## config.mk

```make
export PLATFORM = sky130hd
export DESIGN_NAME = spi_xfer_master
export DESIGN_NICKNAME = d
export VERILOG_FILES = /design/src/rtl/spi_xfer_pkg.sv /design/src/rtl/spi_half_div.sv /design/src/rtl/spi_ring_shreg.sv /design/src/rtl/spi_sel_drv.sv /design/src/rtl/spi_xfer_master.sv
export SDC_FILE = /design/constraint.sdc
export NUM_CORES = 1
export LEC_CHECK = 0
export BUFFER_PORTS_ARGS = -buffer_cell sky130_fd_sc_hd__buf_4
export CORE_UTILIZATION = 53
export DETAILED_ROUTE_END_ITERATION = 8
export PLACE_DENSITY_LB_ADDON = 0.1
export SLEW_MARGIN = 20
export SYNTH_ARGS = -nofsm -noshare
export SYNTH_HDL_FRONTEND = slang
export SYNTH_SLANG_ARGS = --single-unit
```

## constraint.sdc

```tcl
create_clock -name clk_i -period 2.3 [get_ports clk_i]
set_input_delay 0.23 -clock clk_i [delete_from_list [all_inputs] [get_ports clk_i]]
set_output_delay 0.23 -clock clk_i [all_outputs]
set_load 0.05 [all_outputs]
```

## src/rtl/spi_xfer_pkg.sv

```systemverilog
package spi_xfer_pkg;
  typedef enum logic {
    ST_IDLE = 1'b0,
    ST_XFER = 1'b1
  } xfer_state_e;
endpackage

```

## src/rtl/spi_half_div.sv

```systemverilog
module spi_half_div #(
  parameter int unsigned HALF_DIV = 3
) (
  input  logic clk_i,
  input  logic rst_ni,
  input  logic en_i,
  input  logic clr_i,
  output logic tick_o
);
  localparam int unsigned CW = (HALF_DIV > 1) ? $clog2(HALF_DIV) : 1;
  localparam logic [CW-1:0] LAST = CW'(HALF_DIV - 1);

  logic [CW-1:0] cnt_q;

  always_ff @(posedge clk_i or negedge rst_ni) begin
    if (!rst_ni)                 cnt_q <= '0;
    else if (clr_i || !en_i)     cnt_q <= '0;
    else if (cnt_q == LAST)      cnt_q <= '0;
    else                         cnt_q <= cnt_q + 1'b1;
  end

  assign tick_o = en_i && (cnt_q == LAST);


  div_range_chk: assert property (@(posedge clk_i) disable iff (!rst_ni)
    en_i && !clr_i && tick_o |=> (cnt_q == '0));
endmodule

```

## src/rtl/spi_ring_shreg.sv

```systemverilog
module spi_ring_shreg #(
  parameter int unsigned DATA_W = 8
) (
  input  logic              clk_i,
  input  logic              rst_ni,
  input  logic              load_i,
  input  logic [DATA_W-1:0] load_data_i,
  input  logic              shift_i,
  input  logic              in_bit_i,
  output logic [DATA_W-1:0] q_o
);
  logic [DATA_W-1:0] q_q;

  always_ff @(posedge clk_i or negedge rst_ni) begin
    if (!rst_ni)      q_q <= '0;
    else if (load_i)  q_q <= load_data_i;
    else if (shift_i) q_q <= {in_bit_i, q_q[DATA_W-1:1]};
  end

  assign q_o = q_q;
endmodule

```

## src/rtl/spi_sel_drv.sv

```systemverilog
module spi_sel_drv #(
  parameter int unsigned NUM_SS = 4,
  parameter int unsigned SEL_W  = 2
) (
  input  logic             clk_i,
  input  logic             rst_ni,
  input  logic             set_i,
  input  logic [SEL_W-1:0] idx_i,
  input  logic             clr_i,
  output logic [NUM_SS-1:0] ss_n_o
);
  for (genvar g = 0; g < NUM_SS; g++) begin : g_sel
    always_ff @(posedge clk_i or negedge rst_ni) begin
      if (!rst_ni)     ss_n_o[g] <= 1'b1;
      else if (set_i)  ss_n_o[g] <= (idx_i != SEL_W'(g));
      else if (clr_i)  ss_n_o[g] <= 1'b1;
    end
  end


  sel_onehot_chk: assert property (@(posedge clk_i) disable iff (!rst_ni)
    $onehot0(~ss_n_o));
endmodule

```

## src/rtl/spi_xfer_master.sv

```systemverilog
module spi_xfer_master
  import spi_xfer_pkg::*;
#(
  parameter int unsigned DATA_W   = 8,
  parameter int unsigned NUM_SS   = 4,
  parameter int unsigned HALF_DIV = 3,
  parameter int unsigned SEL_W    = (NUM_SS > 1) ? $clog2(NUM_SS) : 1
) (
  input  logic              clk_i,
  input  logic              rst_ni,
  input  logic              start_i,
  input  logic [DATA_W-1:0] tx_data_i,
  input  logic [SEL_W-1:0]  slave_idx_i,
  input  logic              cpol_i,
  input  logic              cpha_i,
  output logic [DATA_W-1:0] rx_data_o,
  output logic              done_o,
  output logic              busy_o,
  output logic              sck_o,
  output logic              mosi_o,
  input  logic              miso_i,
  output logic [NUM_SS-1:0] ss_n_o
);
  localparam int unsigned EDGES = 2 * DATA_W;
  localparam int unsigned ECW   = $clog2(EDGES + 2);

  xfer_state_e       state_q;
  logic              busy, accept, tick;
  logic              last_tick, edge_tick, lead_tick, trail_tick;
  logic [ECW-1:0]    tick_cnt_q;
  logic              cpha_q, sck_q, mosi_q, samp_q, done_q;
  logic [DATA_W-1:0] shreg, rx_q;

  assign busy   = (state_q == ST_XFER);
  assign accept = start_i && !busy;

  spi_half_div #(.HALF_DIV(HALF_DIV)) u_div (
    .clk_i  (clk_i),
    .rst_ni (rst_ni),
    .en_i   (busy),
    .clr_i  (accept),
    .tick_o (tick)
  );

  // tick_cnt_q = half-periods already elapsed; even count -> next edge is leading
  assign last_tick  = tick && (tick_cnt_q == ECW'(EDGES));
  assign edge_tick  = tick && !last_tick;
  assign lead_tick  = edge_tick && !tick_cnt_q[0];
  assign trail_tick = edge_tick && tick_cnt_q[0];

  spi_ring_shreg #(.DATA_W(DATA_W)) u_shreg (
    .clk_i       (clk_i),
    .rst_ni      (rst_ni),
    .load_i      (accept),
    .load_data_i (tx_data_i),
    .shift_i     (trail_tick),
    .in_bit_i    (cpha_q ? miso_i : samp_q),
    .q_o         (shreg)
  );

  spi_sel_drv #(.NUM_SS(NUM_SS), .SEL_W(SEL_W)) u_sel (
    .clk_i  (clk_i),
    .rst_ni (rst_ni),
    .set_i  (accept),
    .idx_i  (slave_idx_i),
    .clr_i  (last_tick),
    .ss_n_o (ss_n_o)
  );

  always_ff @(posedge clk_i or negedge rst_ni) begin
    if (!rst_ni) begin
      state_q    <= ST_IDLE;
      tick_cnt_q <= '0;
      cpha_q     <= 1'b0;
      done_q     <= 1'b0;
      rx_q       <= '0;
    end else begin
      done_q <= last_tick;
      if (accept) begin
        state_q    <= ST_XFER;
        tick_cnt_q <= '0;
        cpha_q     <= cpha_i;
      end else if (tick) begin
        tick_cnt_q <= tick_cnt_q + 1'b1;
        if (last_tick) begin
          state_q <= ST_IDLE;
          rx_q    <= shreg;
        end
      end
    end
  end

  always_ff @(posedge clk_i or negedge rst_ni) begin
    if (!rst_ni)        sck_q <= 1'b0;
    else if (!busy)     sck_q <= cpol_i;
    else if (edge_tick) sck_q <= ~sck_q;
  end

  always_ff @(posedge clk_i or negedge rst_ni) begin
    if (!rst_ni)        samp_q <= 1'b0;
    else if (lead_tick) samp_q <= miso_i;
  end

  // phase 0: next bit after each trailing shift; phase 1: bit launched on leading edge
  always_ff @(posedge clk_i or negedge rst_ni) begin
    if (!rst_ni)                                                   mosi_q <= 1'b0;
    else if (accept)                                               mosi_q <= tx_data_i[0];
    else if (!cpha_q && trail_tick && tick_cnt_q != ECW'(EDGES-1)) mosi_q <= shreg[1];
    else if (cpha_q && lead_tick)                                  mosi_q <= shreg[0];
  end

  assign rx_data_o = rx_q;
  assign done_o    = done_q;
  assign busy_o    = busy;
  assign sck_o     = sck_q;
  assign mosi_o    = mosi_q;


  done_pulse_chk: assert property (@(posedge clk_i) disable iff (!rst_ni)
    done_q |=> !done_q);

  done_with_idle_chk: assert property (@(posedge clk_i) disable iff (!rst_ni)
    $fell(busy) |-> done_q && (&ss_n_o));

  sel_held_chk: assert property (@(posedge clk_i) disable iff (!rst_ni)
    busy |-> !(&ss_n_o));

  sck_stable_chk: assert property (@(posedge clk_i) disable iff (!rst_ni)
    busy && !tick |=> $stable(sck_q));

  no_restart_chk: assert property (@(posedge clk_i) disable iff (!rst_ni)
    busy && !last_tick |=> busy && $stable(ss_n_o));
endmodule

```

==> results of run 1 <==
## through the flow
stage | util [%] | setup WS [ns] | power [uW]
after global placement | 64.8 | 0.424 | 2220
after global routing | 68.3 | 0.0917 | 2880
after detailed placement | 64.8 | 0.336 | 2270
final | 68.3 | 0.329 | 2700
after floorplan | - | 0.590 | 1940
after CTS | 68.3 | 0.322 | 2720
## layout by cell type (no fill, tap or decap)
cell type	n
a21oi_1	2
a31oi_1	10
a31oi_2	2
and3_1	1
and3b_1	2
and4bb_4	1
buf_4	35
bufinv_16	1
clkbuf_1	1
clkbuf_4	5
clkbuf_8	1
dfrtp_1	29
dfstp_2	4
dlygate4sd3_1	1
ha_1	3
inv_1	7
mux2_2	2
mux2i_1	1
nand2_1	47
nand2b_1	1
nand3_1	1
nand3b_2	1
nand4_1	1
nand4bb_1	1
nor2_1	13
nor2b_1	1
nor3_1	5
nor3b_1	2
o211ai_1	1
o21ai_0	8
o31ai_1	1
o31ai_4	1
xor2_1	2
## worst paths after layout
check,from,end,slack (ns),cells after the start
setup / recovery,tick_cnt_q[0],u_shreg.q_o[7],0.33,6
hold / removal,slave_idx_i[0],u_sel.ss_n_o[3],0.05,2
setup reg to reg,tick_cnt_q[0],u_shreg.q_o[7],0.33,6
hold reg to reg,u_div.cnt_q[0],u_div.cnt_q[0],0.47,1
max in group asynchronous,rst_ni,u_sel.ss_n_o[2],1.63,2
min in group asynchronous,rst_ni,u_shreg.q_o[4],0.35,2
## final cells by class
class                           count  share of cell area [%]
Clock buffer                        7                    2.95
Clock inverter                      1                    1.61
Inverter                            7                    1.41
Multi-Input combinational cell    110                    32.8
Sequential cell                    33                    44.5
Tap cell                           31                    2.08
Timing Repair Buffer               36                    14.6
## worst max-delay path, delay by kind of cell, from the launching register on
kind | cells | cell delay [ns]
AO/OA/AOI/OAI | 3 | 0.84
adder cells (fa/ha/maj) | 1 | 0.23
AND/OR/NAND/NOR | 1 | 0.21
flip-flops | 1 | 0.49
buffers and inverters | 1 | 0.13
## routing by layer
layer / up-vias / part of all wire, %
li1: 597 / -
met1: 583 / 46
met2: 31 / 48
met3: 5 / 5.2
met4: 0 / 1.3
met5: - / 0
## state kept, by name, summed over array words and instances, names as in the netlist
name / flops
busy_o: 1
cpha_q: 1
done_o: 1
mosi_o: 1
rx_data_o: 8
samp_q: 1
sck_o: 1
tick_cnt_q: 5
u_div.cnt_q: 2
u_sel.ss_n_o: 4
u_shreg.q_o: 8
## power groups by stage
| stage | Sequential [uW] | Clock [uW] | Combinational [uW] |
|---|---|---|---|
| after floorplan | 1410 | 0 | 533 |
| after global placement | 1050 | 0 | 1170 |
| after detailed placement | 1070 | 0 | 1200 |
| after CTS | 1060 | 460 | 1200 |
| after global routing | 1100 | 483 | 1300 |
| final | 1060 | 452 | 1190 |
## cells by family (layout without fill, tap and decap cells)
family	count (synthesis)	count (layout)	synth area share (%)
mux	3	3	2.14
xor+xnor	2	2	1.15
compound gates	25	25	11.4
buf+inv	15	51	5.02
fa+ha+maj	3	3	2.47
simple gates	77	77	23.1
flops	33	33	54.7
==> qor.txt, run 1 <==
status: finished, final reports clean
gpl congestion: 0.886
Tmin final: 1.97 ns
Starting Density: 55.6%
actual slew at the worst max-slew pin: 0.616 ns
final hold vios: 0
Power Density: 1450 mW/mm2
post-CTS sizing: 0
switching part of the total: 42.9%
fin crit share: 85.7%
Post-Layout Cell Count: 225
NetSw: 1160 uW
Post-Syn Nets: 177
design area: 0.00187 mm2
met2 usage: 35.8%
largest area contributor in the netlist: dfrtp_1
Mapped Cells: 158
hold buffer count at CTS: 1
DRT iter0 DRCs: 27
slowest stage delay, CP: 0.56 ns
Clock Latency Late Sink: 0.34 ns
DR DRC count: 0
Area after DPL: 0.00177 mm2
multi-input logic area: 613 um2
via count: 1,216
Avg Vias per Cell: 5.40
share of layout cells above drive strength 1: 27.3%
most numerous cell in the Yosys netlist: nand2_1
Avg Cell Area, Syn: 9.62 um2
routed wire length: 2.93 mm
Crit Path Class: register to register
Top FF cell, synth: dfrtp_1
Die X: 55.6 um
Setup violations, final: 0
Fill cells: 220
setup TNS: 0 ns
layer with the highest usage: met2
nets: 212
clock edge transition at the registers on the reported setup and hold paths: 0.10 ns
Yosys warnings: 0
CTS sink count: 33
Cell Area, Synth: 0.00152 mm2
Detail Route Antenna Nets: 0
Clock H-tree levels: 2
Clock power frac: 16.7%
final hold slack: 0.0472 ns
Synth area leaders: dfrtp_1 48%, nand2_1 12%, dfstp_2 6.9%
Critical Path Sink Type: register
Total GRT Usage: 21.7%
pin count of the biggest net entering global routing: 34
RSZ-0062 raised after global routing: no
Max IR drop VDD: 0.975 mV
Die Ht: 55.6 um
synth unique cells: 31
Max Freq: 0.507 GHz
# diodes: 0
crit path cell chain: inv_1 -> ha_1 -> and4bb_4 -> o31ai_4 -> o211ai_1 -> o21ai_0
FFs w/ async S/R, synth: 100%
gr ovfl total: 0
slowest stage cell, crit path: o31ai_4
I/O pins: 32
Startpoint Class: register
Yosys top cell area share: 47.7%
sequential cell area: 831 um2
initial antenna violation count: 0
port bufs: 31
grt met3 use: 7.96%
commonest cells in the netlist: 47 x nand2_1, 29 x dfrtp_1, 13 x nor2_1
clock skew: 0.00687 ns
Slew Limit Fails: 0
M1 GR Usage: 26.3%
CP Max Fanout: 16
HPWL after DPL: 2.12 mm
TritonCTS buffer count: 5
root buf cell: clkbuf_4
first drt pass iteration count: 4
Post-CTS Setup Inserts: 0
total core area: 0.00273 mm2
worst path required time: 2.56 ns
die area: 0.00309 mm2
max cap viols: 0
vias in the first global route: 1,140
Leak: 0.000921 uW
EDFF count, synth: 0
area grow syn2layout: 22.8%
maximum root-to-sink buffer count: 2
max_slew headroom: 58.9%
global-route wire length before repair: 5.09 mm
Internal: 1540 uW
Logic pwr share: 44.2%
Cell Rows: 19
Hold Path Class: primary input to register
Seq pwr share: 39.1%
CTS tree: built
critical path data arrival time: 2.24 ns
#FFs+latches synth: 33
detailed-route wire length per cell: 13.0 um
Cells after DPL: 216
register area share after synthesis: 54.7%
(Power assumes the default switching activity.)
==> inputs of run 2 (changes only) <==
Settings changed: REMOVE_ABC_BUFFERS set to 1.
==> run 2 against run 1 <==
Compared with the run above: count of clock-buffer cells in the layout down 1; design area is 1.8% lower; worst hold slack worse by 0.0022 ns; flip-flop and latch count unchanged; maximum frequency decreased by 2.8%; via count is 0.41% lower; critical path depth is the same; total power down 4.9%; non-clock buffer count did not move; critical endpoint is now u_shreg.q_o[4].
==> qor.txt, run 2 (synthesized netlist as in run 1, its figures left out) <==
max_slew headroom: 57.4% (-1.6 points)
Logic pwr share: 46.5% (+2.3 points)
routed wire length: 3.02 mm (+3.2%)
NetSw: 1170 uW (+0.83%)
Hold Path Class: primary input to register
Power Density: 1400 mW/mm2 (-3.2%)
maximum root-to-sink buffer count: 2 (unchanged)
Clock Latency Late Sink: 0.34 ns (about the same)
area grow syn2layout: 20.6%
final hold slack: 0.0451 ns (-0.00219 ns)
fin crit share: 88.2% (+2.5 points)
Die X: 55.6 um (unchanged)
Clock H-tree levels: 2 (unchanged)
final hold vios: 0 (unchanged)
setup TNS: 0 ns (unchanged)
Total GRT Usage: 22.0% (+0.29 points)
CTS sink count: 33 (unchanged)
Internal: 1400 uW (-9.2%)
Clock power frac: 12.1% (-4.6 points)
nets: 212 (unchanged)
CP Max Fanout: 16 (unchanged)
most common cell after layout, fill and taps aside: nand2_1
HPWL after DPL: 2.13 mm (+0.81%)
worst path required time: 2.56 ns (about the same)
total core area: 0.00273 mm2 (unchanged)
die area: 0.00309 mm2 (unchanged)
detailed-route wire length per cell: 13.4 um (+3.2%)
Die Ht: 55.6 um (unchanged)
Fill cells: 248 (+13%)
Leak: 0.000907 uW (-1.5%)
Post-CTS Setup Inserts: 0 (unchanged)
Cell Rows: 19 (unchanged)
root buf cell: clkbuf_4
TritonCTS buffer count: 5 (unchanged)
Avg Vias per Cell: 5.38 (-0.41%)
RSZ-0062 raised after global routing: no
pin count of the biggest net entering global routing: 34 (unchanged)
port bufs: 31 (unchanged)
most frequent cells in the layout: 47 x nand2_1, 35 x buf_4, 29 x dfrtp_1
Crit Path Class: register to register
share of layout cells above drive strength 1: 27.3% (unchanged)
gpl congestion: 0.834 (-5.8%)
first drt pass iteration count: 6 (+2)
# diodes: 0 (unchanged)
Slew Limit Fails: 0 (unchanged)
max cap viols: 0 (unchanged)
switching part of the total: 45.5% (+2.6 points)
gr ovfl total: 0 (unchanged)
clock edge transition at the registers on the reported setup and hold paths: 0.10 ns (about the same)
Critical Path Sink Type: register
Setup violations, final: 0 (unchanged)
status: finished, final reports clean
Max Freq: 0.493 GHz (-2.8%)
Starting Density: 55.6% (unchanged)
via count: 1,211 (-0.41%)
clock skew: 0.0108 ns (+0.00391 ns)
Tmin final: 2.03 ns (+0.0571 ns)
final worst slack: 0.272 ns (-0.0571 ns)
I/O pins: 32 (unchanged)
worst slack at placement: 0.279 ns (-0.0566 ns)
actual slew at the worst max-slew pin: 0.639 ns (+0.0233 ns)
Startpoint Class: register
Seq pwr share: 41.3% (+2.2 points)
vias in the first global route: 1,129 (-0.96%)
CTS tree: built
initial antenna violation count: 0 (unchanged)
Max IR drop VDD: 1.16 mV (+19%)
DRT iter0 DRCs: 25 (-7.4%)
DR DRC count: 0 (unchanged)
Detail Route Antenna Nets: 0 (unchanged)
global-route wire length before repair: 5.04 mm (-0.94%)
critical path data arrival time: 2.29 ns (+0.05 ns)
[run 2: cell types whose count changed in the layout (fill, tap and decap cells not counted), sizes merged]
cell / delta
clkinv: +2
bufinv: -1
clkbuf: -1
[run 2: worst paths after layout]
check	slack [ns]	cells after the start	from	end
worst max-delay path	0.27	6	tick_cnt_q[0]	u_shreg.q_o[4]
worst min-delay path	0.05	2	slave_idx_i[0]	u_sel.ss_n_o[1]
worst max register to register	0.27	6	tick_cnt_q[0]	u_shreg.q_o[4]
worst min register to register	0.47	1	u_div.cnt_q[0]	u_div.cnt_q[0]
max in group asynchronous	1.61	2	rst_ni	u_sel.ss_n_o[0]
min in group asynchronous	0.36	2	rst_ni	u_shreg.q_o[4]
[run 2: critical path, cell delays in order, from the launching register on]
cell      delay, ns
dfrtp_1        0.52
inv_1          0.14
ha_1           0.23
and4bb_4       0.21
o31ai_4        0.57
nor2_1         0.09
a31oi_1        0.18
[run 2: final cells by class]
type,count,area [um2],area share [%]
flip-flops and latches,33,831,45.3
multi-input cells,110,613,33.4
repair buffers,36,273,14.9
clock buffers,6,41.3,2.25
well taps,31,38.8,2.12
inverters,7,26.3,1.43
clock inverters,2,10.0,0.546
[run 2: power by group through the flow]
stage               registers, uW  clock network (uW)  logic [uW]
CTS                          1060                 320        1210
finish                       1060                 312        1200
floorplan                    1420                   0         486
global placement             1050                   0        1170
global route                 1100                 341        1300
detailed placement           1070                   0        1200
[run 2: layer usage]
metal	global-route usage (%)	share of wire [%]
met1	25.9	44
met5	0	0
met2	37.0	50
met3	7.73	4.6
met4	8.21	1.3
[run 2: stage by stage]
| step | cells | util (%) | power, uW | area, um2 |
|---|---|---|---|---|
| 2_1_floorplan | 150 | - | 1910 | 1470 |
| 3_3_place_gp | 216 | 64.8 | 2220 | 1770 |
| 3_5_place_dp | 216 | 64.8 | 2270 | 1770 |
| 4_1_cts | 225 | 67.0 | 2590 | 1830 |
| 5_1_grt | 225 | 67.0 | 2740 | 1830 |
| 6_report | 225 | 67.0 | 2570 | 1830 |
[run 2: timing repair]
item                                   4_1_cts  5_1_grt
resized for setup                            0        0
hold buffers                                 1        0
endpoints found under the hold margin       29        0
==> inputs of run 3 (changes only) <==
Settings changed: ABC_AREA set to 1, CELL_PAD_IN_SITES_DETAIL_PLACEMENT set to 0, CELL_PAD_IN_SITES_GLOBAL_PLACEMENT set to 1, CORE_UTILIZATION 53 to 41, SKIP_LAST_GASP set to 1.
==> run 3 against run 2 <==
Compared with the run above: setup slack gained 0.23 ns; via count is 1.4% lower; clock power is 33% higher; combinational power down 96%; routed wire length decreased by 0.23%; synthesized area increased by 4.0%; first-iteration DRC count grew 92%; sequential power decreased by 44%; maximum frequency rose by 13%; worst hold slack better by 0.069 ns; register-to-register slack gained 0.23 ns.
==> qor.txt, run 3 <==
layer with the highest usage: met2
Mapped Cells: 164 (+3.8%)
Max Freq: 0.556 GHz (+13%)
most frequent cells in the layout: 36 x nand2_1, 32 x buf_4, 29 x dfrtp_1
detailed-route wire length per cell: 12.1 um (-9.5%)
clock skew: 0.00455 ns (-0.00623 ns)
Post-CTS Setup Inserts: 0 (unchanged)
port bufs: 31 (unchanged)
Slew Limit Fails: 0 (unchanged)
Clock Latency Late Sink: 0.28 ns (-0.06 ns)
Internal: 826 uW (-41%)
DR DRC count: 0 (unchanged)
via count: 1,194 (-1.4%)
Top FF cell, synth: dfrtp_1
CP Max Fanout: 16 (unchanged)
Logic pwr share: 4.8% (-42 points)
die area: 0.00411 mm2 (+33%)
Cells after DPL: 239 (+11%)
routed wire length: 3.01 mm (-0.23%)
HPWL after DPL: 2.12 mm (-0.80%)
maximum root-to-sink buffer count: 2 (unchanged)
Clock power frac: 39.4% (+27 points)
Die Ht: 64.1 um (+15%)
Die X: 64.1 um (+15%)
CTS tree: built
Setup violations, final: 0 (unchanged)
Hold Path Class: primary input to register
Post-Layout Cell Count: 248 (+10%)
Yosys top cell area share: 45.9% (-1.9 points)
first drt pass iteration count: 4 (-2)
final hold vios: 0 (unchanged)
EDFF count, synth: 0 (unchanged)
Total GRT Usage: 17.0% (-5.0 points)
Crit Path Class: register to register
Synth area leaders: dfrtp_1 46%, nand2_1 8.5%, dfstp_2 6.6%
area grow syn2layout: 22.3%
#FFs+latches synth: 33 (unchanged)
WP buf/inv: 2 (+1)
actual slew at the worst max-slew pin: 0.459 ns (-0.180 ns)
register area share after synthesis: 52.5% (-2.1 points)
status: finished, final reports clean
Detail Route Antenna Nets: 0 (unchanged)
Final Power: 1060 uW (-59%)
Critical Path Sink Type: register
fin util: 52.4% (-15 points)
vias in the first global route: 1,124 (-0.44%)
share of layout cells above drive strength 1: 31.0% (+3.7 points)
NetSw: 232 uW (-80%)
fin crit share: 78.1% (-10 points)
root buf cell: clkbuf_8
slowest stage delay, CP: 0.42 ns (-0.15 ns)
met2 usage: 25.9% (-11 points)
gpl congestion: 0.844 (+1.2%)
Avg Vias per Cell: 4.81 (-11%)
CTS sink count: 33 (unchanged)
Startpoint Class: register
slowest stage cell, crit path: dfrtp_1
crit-path leading delay family: compound AO/OA/AOI/OAI gates
Clock H-tree levels: 2 (unchanged)
Yosys warnings: 0 (unchanged)
Power Density: 547 mW/mm2 (-61%)
grt met3 use: 6.07% (-1.7 points)
TritonCTS buffer count: 5 (unchanged)
largest area contributor in the netlist: dfrtp_1
synth unique cells: 26 (-16%)
critical path data arrival time: 2.00 ns (-0.29 ns)
Tmin final: 1.80 ns (-0.231 ns)
I/O pins: 32 (unchanged)
worst path required time: 2.50 ns (-0.06 ns)
Min-Delay Path Depth: 2 (unchanged)
Starting Density: 42.9% (-13 points)
clock edge transition at the registers on the reported setup and hold paths: 0.06 ns (-0.04 ns)
initial antenna violation count: 0 (unchanged)
FFs w/ async S/R, synth: 100% (unchanged)
# diodes: 0 (unchanged)
commonest cells in the netlist: 36 x nand2_1, 29 x dfrtp_1, 21 x inv_1
setup TNS: 0 ns (unchanged)
most common cell after layout, fill and taps aside: nand2_1
Avg Cell Area, Syn: 9.64 um2 (+0.23%)
crit path cell chain: inv_1 -> ha_1 -> nand2_1 -> inv_1 -> nand2_4 -> nand2_4 -> o21ai_4 -> o211ai_1 -> o21ai_0
global-route wire length before repair: 5.18 mm (+2.9%)
RSZ-0062 raised after global routing: no
Leak: 0.00105 uW (+16%)
switching part of the total: 21.9% (-24 points)
max cap viols: 0 (unchanged)
DRT iter0 DRCs: 48 (+92%)
nets: 218 (+2.8%)
total core area: 0.00369 mm2 (+35%)
M1 GR Usage: 21.4% (-4.4 points)
Cell Area, Synth: 0.00158 mm2 (+4.0%)
Levels on crit path: 9 (+3)
gr ovfl total: 0 (unchanged)
reg2reg path depth: 9 (+3)
post-CTS sizing: 0 (unchanged)
Max IR drop VDD: 0.340 mV (-71%)
max_slew headroom: 69.3% (+12 points)
most numerous cell in the Yosys netlist: nand2_1
pin count of the biggest net entering global routing: 34 (unchanged)
Seq pwr share: 55.8% (+14 points)
Cell Rows: 22 (+3)
==> run 3: through the flow <==
stage               setup WS [ns]  area (um2)  hold slack (ns)
detailed placement          0.492        1840            0.201
floorplan                   0.243        1540          -0.0656
finish                      0.503        1930            0.114
CTS                         0.466        1930            0.109
global route                0.325        1930            0.116
global placement            0.576        1840            0.200
==> run 3: worst reg2reg max path, delay by kind of cell (launching register included) <==
kind                     cells  cell delay [ns]
flip-flops                   1             0.42
adder cells (fa/ha/maj)      1             0.21
AO/OA/AOI/OAI                3             0.64
buffers and inverters        2             0.19
AND/OR/NAND/NOR              3             0.25
==> run 3: final cells by class <==
cell class	count	area [um2]
Clock buffer	8	80.1
Fill cell	361	1750
Inverter	23	86.3
Multi-Input combinational cell	103	627
Sequential cell	33	831
Tap cell	48	60.1
Timing Repair Buffer	33	250
==> run 3: logic make-up (layout without fill, tap and decap cells) <==
family	count (synthesis)	after routing	synth area share, %
and+or+nand+nor	60	60	18.8
AOI/OAI and AO/OA	40	40	18.5
DFF	33	33	52.5
buffers and inverters	28	64	7.83
adders and majority gates	3	3	2.37
==> run 3: power by group through the flow <==
stage          clock network, uW  logic, uW  registers, uW
5_1_grt                      454       58.6            591
3_5_place_dp                   0       51.2            601
6_report                     416       51.0            590
2_1_floorplan                  0       15.3            600
3_3_place_gp                   0       50.6            601
4_1_cts                      429       52.9            590
==> run 3: layer usage <==
| metal | wire [um] | vias to the layer above | share of wire [%] |
|---|---|---|---|
| li1 | - | 607 | - |
| met1 | 1440 | 555 | 48 |
| met2 | 1380 | 25 | 46 |
| met3 | 133 | 7 | 4.4 |
| met4 | 59 | 0 | 2.0 |
| met5 | 0 | - | 0 |
==> run 3: timing repair <==
item	CTS	global route
setup endpoints to repair	0	0
hold buffers	1	0
endpoints found under the hold margin	29	0
==> run 3: path summary, 6_finish.rpt <==
path	slack [ns]	endpoint	startpoint
hold / removal	0.11	u_sel.ss_n_o[3]	slave_idx_i[0]
max in group asynchronous	1.54	u_sel.ss_n_o[3]	rst_ni
hold reg to reg	0.48	rx_data_o[4]	rx_data_o[4]
setup / recovery	0.50	u_shreg.q_o[4]	tick_cnt_q[0]
min in group asynchronous	0.42	rx_data_o[7]	rst_ni
setup reg to reg	0.50	u_shreg.q_o[4]	tick_cnt_q[0]
